$ cat config.mk
export PLATFORM = sky130hd
export DESIGN_NAME = dyn_mac_elem
export DESIGN_NICKNAME = d
export VERILOG_FILES = /design/src/rtl/dyn_mac_pkg.sv /design/src/rtl/dyn_mac_opreg.sv /design/src/rtl/dyn_mac_mult.sv /design/src/rtl/dyn_mac_accum.sv /design/src/rtl/dyn_mac_elem.sv
export SDC_FILE = /design/constraint.sdc
export NUM_CORES = 1
export LEC_CHECK = 0
export BUFFER_PORTS_ARGS = -buffer_cell sky130_fd_sc_hd__buf_2
export CELL_PAD_IN_SITES_DETAIL_PLACEMENT = 0
export CELL_PAD_IN_SITES_GLOBAL_PLACEMENT = 2
export CORE_ASPECT_RATIO = 1.1
export CORE_UTILIZATION = 40
export CTS_CLUSTER_SIZE = 28
export DETAILED_ROUTE_END_ITERATION = 8
export HOLD_SLACK_MARGIN = 0.08
export PLACE_DENSITY = 0.91
export SYNTH_ARGS = -nofsm -noshare
export SYNTH_HDL_FRONTEND = slang
export SYNTH_HIERARCHICAL = 1
export SYNTH_SLANG_ARGS = --single-unit
$ cat constraint.sdc
create_clock -name clk_i -period 20.6 [get_ports clk_i]
set_clock_uncertainty 0.1 [all_clocks]
set_input_delay 1.03 -clock clk_i [delete_from_list [all_inputs] [get_ports clk_i]]
set_output_delay 1.03 -clock clk_i [all_outputs]
set_load 0.05 [all_outputs]
$ cat src/rtl/dyn_mac_pkg.sv
package dyn_mac_pkg;
  typedef struct packed {
    logic sgn;
    logic sub;
    logic acc_en;
    logic ld;
    logic clr;
  } mac_ctrl_t;
endpackage

$ cat src/rtl/dyn_mac_opreg.sv
module dyn_mac_opreg #(
  parameter int W = 18
) (
  input  logic         clk_i,
  input  logic         rst_ni,
  input  logic         ce_i,
  input  logic         srst_i,
  input  logic         sel_i,
  input  logic [W-1:0] par_i,
  input  logic [W-1:0] cas_i,
  output logic [W-1:0] q_o
);
  logic [W-1:0] q;

  always_ff @(posedge clk_i or negedge rst_ni) begin
    if (!rst_ni)     q <= '0;
    else if (srst_i) q <= '0;
    else if (ce_i)   q <= sel_i ? cas_i : par_i;
  end

  assign q_o = q;

  AST_PAR_LOAD: assert property (@(posedge clk_i) disable iff (!rst_ni)
    ce_i && !srst_i && !sel_i |=> q_o == $past(par_i));
  AST_SHIFT_LOAD: assert property (@(posedge clk_i) disable iff (!rst_ni)
    ce_i && !srst_i && sel_i |=> q_o == $past(cas_i));
endmodule

$ cat src/rtl/dyn_mac_mult.sv
module dyn_mac_mult #(
  parameter int W = 18,
  localparam int PF_W = 2*W + 2
) (
  input  logic            sgn_i,
  input  logic [W-1:0]    a_i,
  input  logic [W-1:0]    b_i,
  output logic [PF_W-1:0] p_o
);
  // one extra bit per operand lets a single signed multiplier serve both modes
  logic signed [W:0]      a_x, b_x;
  logic signed [PF_W-1:0] p;

  assign a_x = {sgn_i & a_i[W-1], a_i};
  assign b_x = {sgn_i & b_i[W-1], b_i};
  assign p   = a_x * b_x;
  assign p_o = p;
endmodule

$ cat src/rtl/dyn_mac_accum.sv
module dyn_mac_accum
  import dyn_mac_pkg::*;
#(
  parameter int W     = 18,
  parameter int GUARD = 16,
  localparam int PF_W  = 2*W + 2,
  localparam int P_W   = 2*W,
  localparam int ACC_W = 2*W + GUARD
) (
  input  logic             clk_i,
  input  logic             rst_ni,
  input  logic             ce_i,
  input  logic             srst_i,
  input  mac_ctrl_t        ctrl_i,
  input  logic [PF_W-1:0]  pfull_i,
  output logic [P_W-1:0]   prod_o,
  output logic [ACC_W-1:0] acc_o
);
  logic [ACC_W-1:0] ext_prod, acc_d, acc_q;
  logic [P_W-1:0]   prod_q;

  assign ext_prod = {{(ACC_W-PF_W){pfull_i[PF_W-1]}}, pfull_i};

  always_comb begin
    if (ctrl_i.clr)                     acc_d = '0;
    else if (ctrl_i.ld || !ctrl_i.acc_en) acc_d = ext_prod;
    else if (ctrl_i.sub)                acc_d = acc_q - ext_prod;
    else                                acc_d = acc_q + ext_prod;
  end

  always_ff @(posedge clk_i or negedge rst_ni) begin
    if (!rst_ni) begin
      acc_q  <= '0;
      prod_q <= '0;
    end else if (srst_i) begin
      acc_q  <= '0;
      prod_q <= '0;
    end else if (ce_i) begin
      acc_q  <= acc_d;
      prod_q <= pfull_i[P_W-1:0];
    end
  end

  assign acc_o  = acc_q;
  assign prod_o = prod_q;

  AST_CE_HOLD: assert property (@(posedge clk_i) disable iff (!rst_ni)
    !ce_i && !srst_i |=> $stable(acc_o) && $stable(prod_o));
  AST_SRST_CLEAR: assert property (@(posedge clk_i) disable iff (!rst_ni)
    srst_i |=> acc_o == '0 && prod_o == '0);
  AST_CLR_ZERO: assert property (@(posedge clk_i) disable iff (!rst_ni)
    ce_i && !srst_i && ctrl_i.clr |=> acc_o == '0);
  AST_PLAIN_MULT: assert property (@(posedge clk_i) disable iff (!rst_ni)
    ce_i && !srst_i && !ctrl_i.clr && !ctrl_i.acc_en |=> acc_o == $past(ext_prod));
  AST_ACC_ADD: assert property (@(posedge clk_i) disable iff (!rst_ni)
    ce_i && !srst_i && ctrl_i.acc_en && !ctrl_i.ld && !ctrl_i.clr && !ctrl_i.sub
    |=> acc_o == $past(acc_o) + $past(ext_prod));
  AST_ACC_SUB: assert property (@(posedge clk_i) disable iff (!rst_ni)
    ce_i && !srst_i && ctrl_i.acc_en && !ctrl_i.ld && !ctrl_i.clr && ctrl_i.sub
    |=> acc_o == $past(acc_o) - $past(ext_prod));
endmodule

$ cat src/rtl/dyn_mac_elem.sv
module dyn_mac_elem
  import dyn_mac_pkg::*;
#(
  parameter int OP_W  = 18,
  parameter int GUARD = 16,
  localparam int P_W   = 2*OP_W,
  localparam int PF_W  = 2*OP_W + 2,
  localparam int ACC_W = 2*OP_W + GUARD
) (
  input  logic             clk_i,
  input  logic             rst_ni,
  input  logic             ce_i,
  input  logic             srst_i,
  input  logic [OP_W-1:0]  a_i,
  input  logic [OP_W-1:0]  b_i,
  input  logic [OP_W-1:0]  a_cas_i,
  input  logic [OP_W-1:0]  b_cas_i,
  input  logic             load_sel_i,
  input  logic             signed_i,
  input  logic             sub_i,
  input  logic             acc_mode_i,
  input  logic             acc_load_i,
  input  logic             acc_clr_i,
  output logic [OP_W-1:0]  a_cas_o,
  output logic [OP_W-1:0]  b_cas_o,
  output logic [P_W-1:0]   prod_o,
  output logic [ACC_W-1:0] acc_o
);
  generate
    if (OP_W != 9 && OP_W != 18 && OP_W != 36) begin : g_bad_width
      $error("dyn_mac_elem: OP_W must be 9, 18 or 36");
    end
  endgenerate

  logic [OP_W-1:0] a_q, b_q;
  logic [PF_W-1:0] pfull;
  mac_ctrl_t       ctrl_d, ctrl_q;

  dyn_mac_opreg #(.W(OP_W)) u_areg (
    .clk_i, .rst_ni, .ce_i, .srst_i,
    .sel_i(load_sel_i), .par_i(a_i), .cas_i(a_cas_i), .q_o(a_q)
  );

  dyn_mac_opreg #(.W(OP_W)) u_breg (
    .clk_i, .rst_ni, .ce_i, .srst_i,
    .sel_i(load_sel_i), .par_i(b_i), .cas_i(b_cas_i), .q_o(b_q)
  );

  // controls ride with their operand set through stage 1
  assign ctrl_d = '{sgn: signed_i, sub: sub_i, acc_en: acc_mode_i,
                    ld: acc_load_i, clr: acc_clr_i};

  always_ff @(posedge clk_i or negedge rst_ni) begin
    if (!rst_ni)     ctrl_q <= '0;
    else if (srst_i) ctrl_q <= '0;
    else if (ce_i)   ctrl_q <= ctrl_d;
  end

  dyn_mac_mult #(.W(OP_W)) u_mult (
    .sgn_i(ctrl_q.sgn), .a_i(a_q), .b_i(b_q), .p_o(pfull)
  );

  dyn_mac_accum #(.W(OP_W), .GUARD(GUARD)) u_acc (
    .clk_i, .rst_ni, .ce_i, .srst_i,
    .ctrl_i(ctrl_q), .pfull_i(pfull), .prod_o(prod_o), .acc_o(acc_o)
  );

  assign a_cas_o = a_q;
  assign b_cas_o = b_q;

  AST_CTRL_ALIGN: assert property (@(posedge clk_i) disable iff (!rst_ni)
    ce_i && !srst_i |=> ctrl_q == $past(ctrl_d));
  AST_RESET_ZERO: assert property (@(posedge clk_i)
    !rst_ni |-> acc_o == '0 && prod_o == '0 && a_cas_o == '0 && b_cas_o == '0);
endmodule

==> run_results.csv, run 1 <==
group,metric,value,unit
sta,tns,0,ns
worst_setup_path,crit_path_end_kind,"flop",
synthesis,synth_area_per_cell,8.902,µm²
floorplan,die_h,253.6,µm
final_layout,nFillCells,5623,
clocking,cts_resized,0,
sta,hold_viol_final,0,
sta,hold-worst-slack,0.4166,ns
global_routing,grt_pass1_wl,111100,µm
synthesis,synth.distinct_cells,86,
worst_setup_path,critPathMaxStageDelay,1.03,ns
global_routing,antenna_found_initial,0,
final_layout,n_antenna_cell,0,
route,drc,0,
worst_setup_path,crit_top_cell,"fa_1",
clocking,cts.htree.levels,4,
route,vias_per_cell,5.305,
clocking,numCtsBuffers,17,
final_layout,fin_util,44.65,%
worst_setup_path,worstPathArrival,11.41,ns
worst_setup_path,cpMaxStageDelayCell,"dfrtp_1",
placement,portBuffers,205,
synthesis,synth_top_area_share,32.19,%
final_layout,multi_input_area,17700,µm²
power,power.switching,0.001309,W
sta,rsz0062_at_grt,"false",
status,outcome,"finished clean",
flow_run,maxCapViolations,0,
clocking,holdBufCountCts,0,
power,intPower,0.001051,W
worst_setup_path,required,20.91,ns
final_layout,area_growth,9.580,%
synthesis,yosys_warnings,6,
synthesis,yosys-top-cells-area,"fa_1, dfrtp_1, ha_1",
sta,worst_pin_slew,1.097,ns
sta,timing.final.crit_share,53.91,%
clocking,cts_tree,"done",
global_routing,track_usage,24.67,%
floorplan,num_rows,91,
final_layout,drive_above_1_share,10.63,%
synthesis,synth_area,23010,µm²
clocking,clk_pin_slew,0.07,ns
clocking,clock_path_buffers,2,
floorplan,die_w,230.7,µm
clocking,cts_setup_buffers,0,
route,drt_first_pass_iters,5,
synthesis,synthArstFlopShare,100.0,%
synthesis,synth_fp_nets,3202,
global_routing,grt_max_degree,84,
worst_setup_path,critPathLaunchType,"flop",
clocking,cts_root_buf,"clkbuf_16",
final_layout,regArea,3228,µm²
power,power_density,93.59,nW/µm²
placement,dp_hpwl,52500,µm
floorplan,io_pins,206,
global_routing,grt_pass1_vias,19542,
floorplan,start_util,40.75,%
synthesis,syn_inst,2585,
route,wl_per_cell,19.85,µm
worst_setup_path,path_class,"flop to flop",
route,antenna_left,0,
sta,finalSetupViolCount,0,
route,vias,18376,
clocking,clock_latency,0.50,ns
synthesis,synth_top_cell_by_area,"fa_1",
power,irDropWorstVdd,0.00008673,V
worst_hold_path,hold_path.class,"flop to flop",
worst_setup_path,startpoint,"u_areg/q_o[12]",
power,p_leak,13.15,nW
placement,routabilityCongestion,0.9028,
sta,period_needed,11.11,ns
global_routing,grt_overflow_total,0,
power,swShare,55.47,%
worst_setup_path,regToRegStartpoint,"u_areg/q_o[12]",
sta,finalMaxSlewViolations,0,
power,combinationalPowerShare,70.5,%
worst_hold_path,min_from,"u_acc/prod_o[14]",
clocking,cts_num_sinks,129,
floorplan,core-area,56470,µm²
power,pwr-share-clk,14.0,%
synthesis,ys_seq_area_share,14.03,%
floorplan,dieArea,58490,µm²
sta,max_clock_freq,90.04,MHz
final_layout,nets,3324,
synthesis,synth-edff-count,0,
sta,slew_headroom,26.86,%
power,pwr-share-seq,15.5,%
synthesis,yosys_most_used_dff,"dfrtp_1",
route,wl,68760,µm
worst_setup_path,cp_max_fo,21,
synthesis,synth-seq-cells,129,
route,initialDrtViolationCount,1118,
## kinds of logic (layout without fill, tap and decap cells)
| kind of cell | Yosys count | after routing | synth area share [%] |
|---|---|---|---|
| compound gates | 429 | 429 | 12.15 |
| simple gates | 751 | 751 | 15.42 |
| buf+inv | 543 | 678 | 9.145 |
| fa+ha+maj | 535 | 535 | 41.16 |
| flops | 129 | 129 | 14.03 |
| mux | 87 | 87 | 3.844 |
| xor+xnor | 111 | 111 | 4.257 |
## critical path, delay by kind of cell, from the launching register on
kind / cells / cell delay [ns]
AO/OA/AOI/OAI: 9 / 2.10
AND/OR/NAND/NOR: 11 / 3.17
buffers and inverters: 2 / 0.11
flip-flops: 1 / 1.03
XOR/XNOR: 2 / 0.34
adder cells (fa/ha/maj): 9 / 4.16
## layout by cell type (no fill, tap or decap), drive strengths merged, types with 44 or more instances in the layout
cell type	n
fa	370
a21o	44
a21oi	134
dfrtp	129
inv	429
and2	164
nand2	280
xnor2	78
nor2	182
mux2i	86
ha	165
a211oi	45
buf	226
o21ai	89
## synthesized netlist by cell type (all sizes together), types with 4 or more instances
master / n
o211ai: 7
clkbuf: 107
xor2: 33
nor4: 8
o21ai: 89
nand4: 13
o41a: 4
a221oi: 7
or3: 6
a21o: 44
nor3: 20
inv: 420
buf: 16
nand3: 23
and3: 10
nor2b: 13
o21a: 8
and2: 164
mux2i: 86
nand2b: 13
xnor2: 78
a21boi: 8
a22o: 9
o31a: 4
fa: 370
nand2: 280
dfrtp: 129
ha: 165
or2: 6
o21bai: 15
a211oi: 45
o31ai: 5
a32oi: 9
a21oi: 134
nor2: 182
a31oi: 9
## through the flow
| stage | total power, W | setup WS (ns) | instances | area (µm²) |
|---|---|---|---|---|
| CTS | 0.002361 | 9.568 | 3464 | 25220 |
| global route | 0.002556 | 8.701 | 3464 | 25220 |
| detailed placement | 0.002002 | 9.666 | 3432 | 24630 |
| global placement | 0.002008 | 9.664 | 3432 | 24630 |
| floorplan | 0.001560 | 10.63 | 2585 | 23010 |
| finish | 0.002360 | 9.494 | 3464 | 25220 |
## layout make-up
class / instances / share of cell area, %
clock inverter: 15 / 0.6550
inverter: 420 / 6.252
timing repair buffer: 226 / 4.739
multi-input combinational: 1913 / 70.17
tap: 744 / 3.692
sequential: 129 / 12.80
clock buffer: 17 / 1.687
## power groups by stage
stage / Combinational [W] / Clock [W] / Sequential [W]
floorplan: 0.00109 / 0 / 0.000470
global placement: 0.00164 / 0 / 0.000368
detailed placement: 0.00163 / 0 / 0.000368
CTS: 0.00165 / 0.000344 / 0.000364
global route: 0.00183 / 0.000350 / 0.000371
finish: 0.00166 / 0.000331 / 0.000365
## routing by layer
metal / global-route usage [%] / wire [µm]
met2: 39.58 / 31770
met5: 0 / 0
met1: 33.69 / 31230
met3: 5.319 / 4472
met4: 6.471 / 1290
## state kept, by name, summed over array words and instances, names as in the netlist
signal / cells
u_acc/prod_o: 36
ctrl_q: 5
u_acc/acc_o: 52
u_areg/q_o: 18
u_breg/q_o: 18
## path summary, 6_finish.rpt
kind | slack, ns | endpoint | cells after the start
max in group asynchronous | 18.62 | u_acc/prod_o[24] | 2
worst max register to register | 9.49 | u_acc/acc_o[47] | 33
worst min register to register | 0.42 | u_acc/prod_o[14] | 2
min in group asynchronous | 0.50 | u_acc/acc_o[7] | 1
worst min-delay path | 0.42 | u_acc/prod_o[14] | 2
worst max-delay path | 9.49 | u_acc/acc_o[47] | 33
No activity file was read; power rests on OpenSTA's default activity.
==> run 2, diff against run 1 <==
Settings changed: CORE_UTILIZATION 40 to 39, PLACE_DENSITY 0.91 to 0.89.
Clock period 20.6 ns to 11.4 ns, I/O delays scaled along.
==> run_results.csv, run 2 (synthesized netlist as in run 1, its figures left out) <==
group,metric,value,unit
worst_setup_path,cpLargestDelayFamily,"adder cells",
global_routing,grt_pass1_wl,112400,µm
final_layout,largest_reg_flops,52,
global_routing,track_usage,24.36,%
clocking,clk_pin_slew,0.06,ns
worst_hold_path,hold_path.class,"primary input to flop",
final_layout,area_growth,10.23,%
sta,finalMaxSlewViolations,0,
route,antenna_left,0,
global_routing,grt_max_degree,77,
worst_setup_path,r2r_slack,0.71,ns
power,swShare,55.06,%
worst_setup_path,worstPathArrival,10.99,ns
power,power.switching,0.002336,W
power,irDropWorstVdd,0.0001989,V
power,total_power,0.004242,W
worst_setup_path,worstReg2RegEnd,"u_acc/acc_o[47]",
clocking,clock_path_buffers,2,
worst_setup_path,regToRegStartpoint,"u_breg/q_o[5]",
final_layout,drive_above_1_share,11.59,%
route,vias_per_cell,5.284,
worst_setup_path,path_class,"flop to flop",
route,initialDrtViolationCount,1275,
floorplan,num_rows,93,
worst_setup_path,cp_max_fo,21,
power,pwr-share-clk,13.9,%
clocking,cts_tree,"done",
status,outcome,"complete, but fails checks",
worst_setup_path,critPathMaxStageDelay,0.71,ns
route,drt_first_pass_iters,7,
final_layout,final_common_cell,"inv_1",
global_routing,grt_overflow_total,0,
route,drc,24,
power,pwr-share-seq,15.2,%
sta,period_needed,10.69,ns
worst_hold_path,holdPathEnd,"ctrl_q[0]",
floorplan,die_h,256.8,µm
floorplan,dieArea,59980,µm²
sta,hold-worst-slack,0.2405,ns
placement,portBuffers,205,
sta,slew_headroom,35.04,%
final_layout,most-common-layout-cells,"inv_1, fa_1, nand2_1",
power,intPower,0.001906,W
power,power_density,167.2,nW/µm²
sta,tns,0,ns
final_layout,nets,3338,
route,wl_per_cell,19.90,µm
status,violations,"design-rule violations",
placement,routabilityCongestion,0.9143,
sta,worst_slack,0.7075,ns
floorplan,start_util,39.40,%
power,combinationalPowerShare,70.9,%
route,wl,69520,µm
worst_setup_path,cpMaxStageDelayCell,"dfrtp_1",
worst_hold_path,min_from,"acc_clr_i",
route,vias,18461,
clocking,clock_latency,0.50,ns
sta,finalSetupViolCount,0,
final_layout,fin_util,43.43,%
worst_setup_path,required,11.70,ns
worst_setup_path,crit_path_end_kind,"flop",
worst_setup_path,critPathLaunchType,"flop",
worst_setup_path,reg2regPathDepth,33,
sta,rsz0062_at_grt,"false",
placement,dp_hpwl,54110,µm
final_layout,n_antenna_cell,0,
power,p_leak,13.21,nW
sta,max_clock_freq,93.52,MHz
global_routing,antenna_found_initial,1,
placement,place_ws,0.6759,ns
clocking,cts_num_sinks,129,
final_layout,nFillCells,5829,
worst_setup_path,critPathBufInv,2,
sta,worst_pin_slew,0.9720,ns
floorplan,io_pins,206,
global_routing,grt_pass1_vias,19736,
sta,hold_viol_final,0,
clocking,cts.htree.levels,4,
clocking,cts_root_buf,"clkbuf_16",
clocking,numCtsBuffers,17,
floorplan,die_w,233.6,µm
sta,timing.final.crit_share,93.79,%
floorplan,core-area,58410,µm²
worst_setup_path,crit_top_cell,"fa_1",
flow_run,maxCapViolations,0,
worst_hold_path,hold_depth,3,
## run 2: how the worst max path moves through the flow
stage,start,to,cells after the start
2_1_floorplan,u_areg/q_o[17],u_acc/acc_o[49],37
3_3_place_gp,u_areg/q_o[8],u_acc/acc_o[50],37
5_1_grt,u_breg/q_o[5],u_acc/acc_o[47],33
4_1_cts,u_breg/q_o[2],u_acc/acc_o[47],35
6_report,u_breg/q_o[5],u_acc/acc_o[47],33
3_5_place_dp,u_breg/q_o[2],u_acc/acc_o[47],35
## run 2: layout make-up
| class | instances | area (µm²) | share of cell area (%) |
|---|---|---|---|
| clock buffer | 17 | 425.4 | 1.677 |
| multi-input combinational | 1913 | 17700 | 69.78 |
| sequential | 129 | 3246 | 12.79 |
| tap | 760 | 950.9 | 3.749 |
| timing repair buffer | 240 | 1303 | 5.135 |
| clock inverter | 15 | 163.9 | 0.6461 |
| inverter | 420 | 1577 | 6.215 |
## run 2: power groups by stage
stage | Combinational, W | Clock (W) | Sequential, W
2_1_floorplan | 0.00197 | 0 | 0.000849
4_1_cts | 0.00299 | 0.000611 | 0.000645
3_3_place_gp | 0.00297 | 0 | 0.000653
6_report | 0.00301 | 0.000587 | 0.000646
5_1_grt | 0.00333 | 0.000618 | 0.000658
3_5_place_dp | 0.00295 | 0 | 0.000652
## run 2: repair_timing
item	in CTS	in global routing
hold buffers	1	0
gates resized for setup	0	15
hold endpoints to repair	54	0
buffers inserted	0	0
endpoints found under the setup margin	0	6
## run 2: layer usage
layer	global-route usage [%]	share of wire, %	vias up
met5	0	0	-
met4	5.736	1.7	0
met3	4.226	5.7	81
met2	38.55	47	623
met1	34.50	46	9208
li1	-	-	8549
## run 2: metrics by stage
stage          cell area [µm²]  instances
2_1_floorplan            23010       2585
3_3_place_gp             24740       3461
3_5_place_dp             24740       3461
4_1_cts                  25340       3494
5_1_grt                  25370       3494
6_report                 25370       3494
## run 2: worst min-delay path, delay by kind of cell
family,cells,cell delay (ns)
buf+inv,1,0.08
simple gates,1,0.08
mux,1,0.06
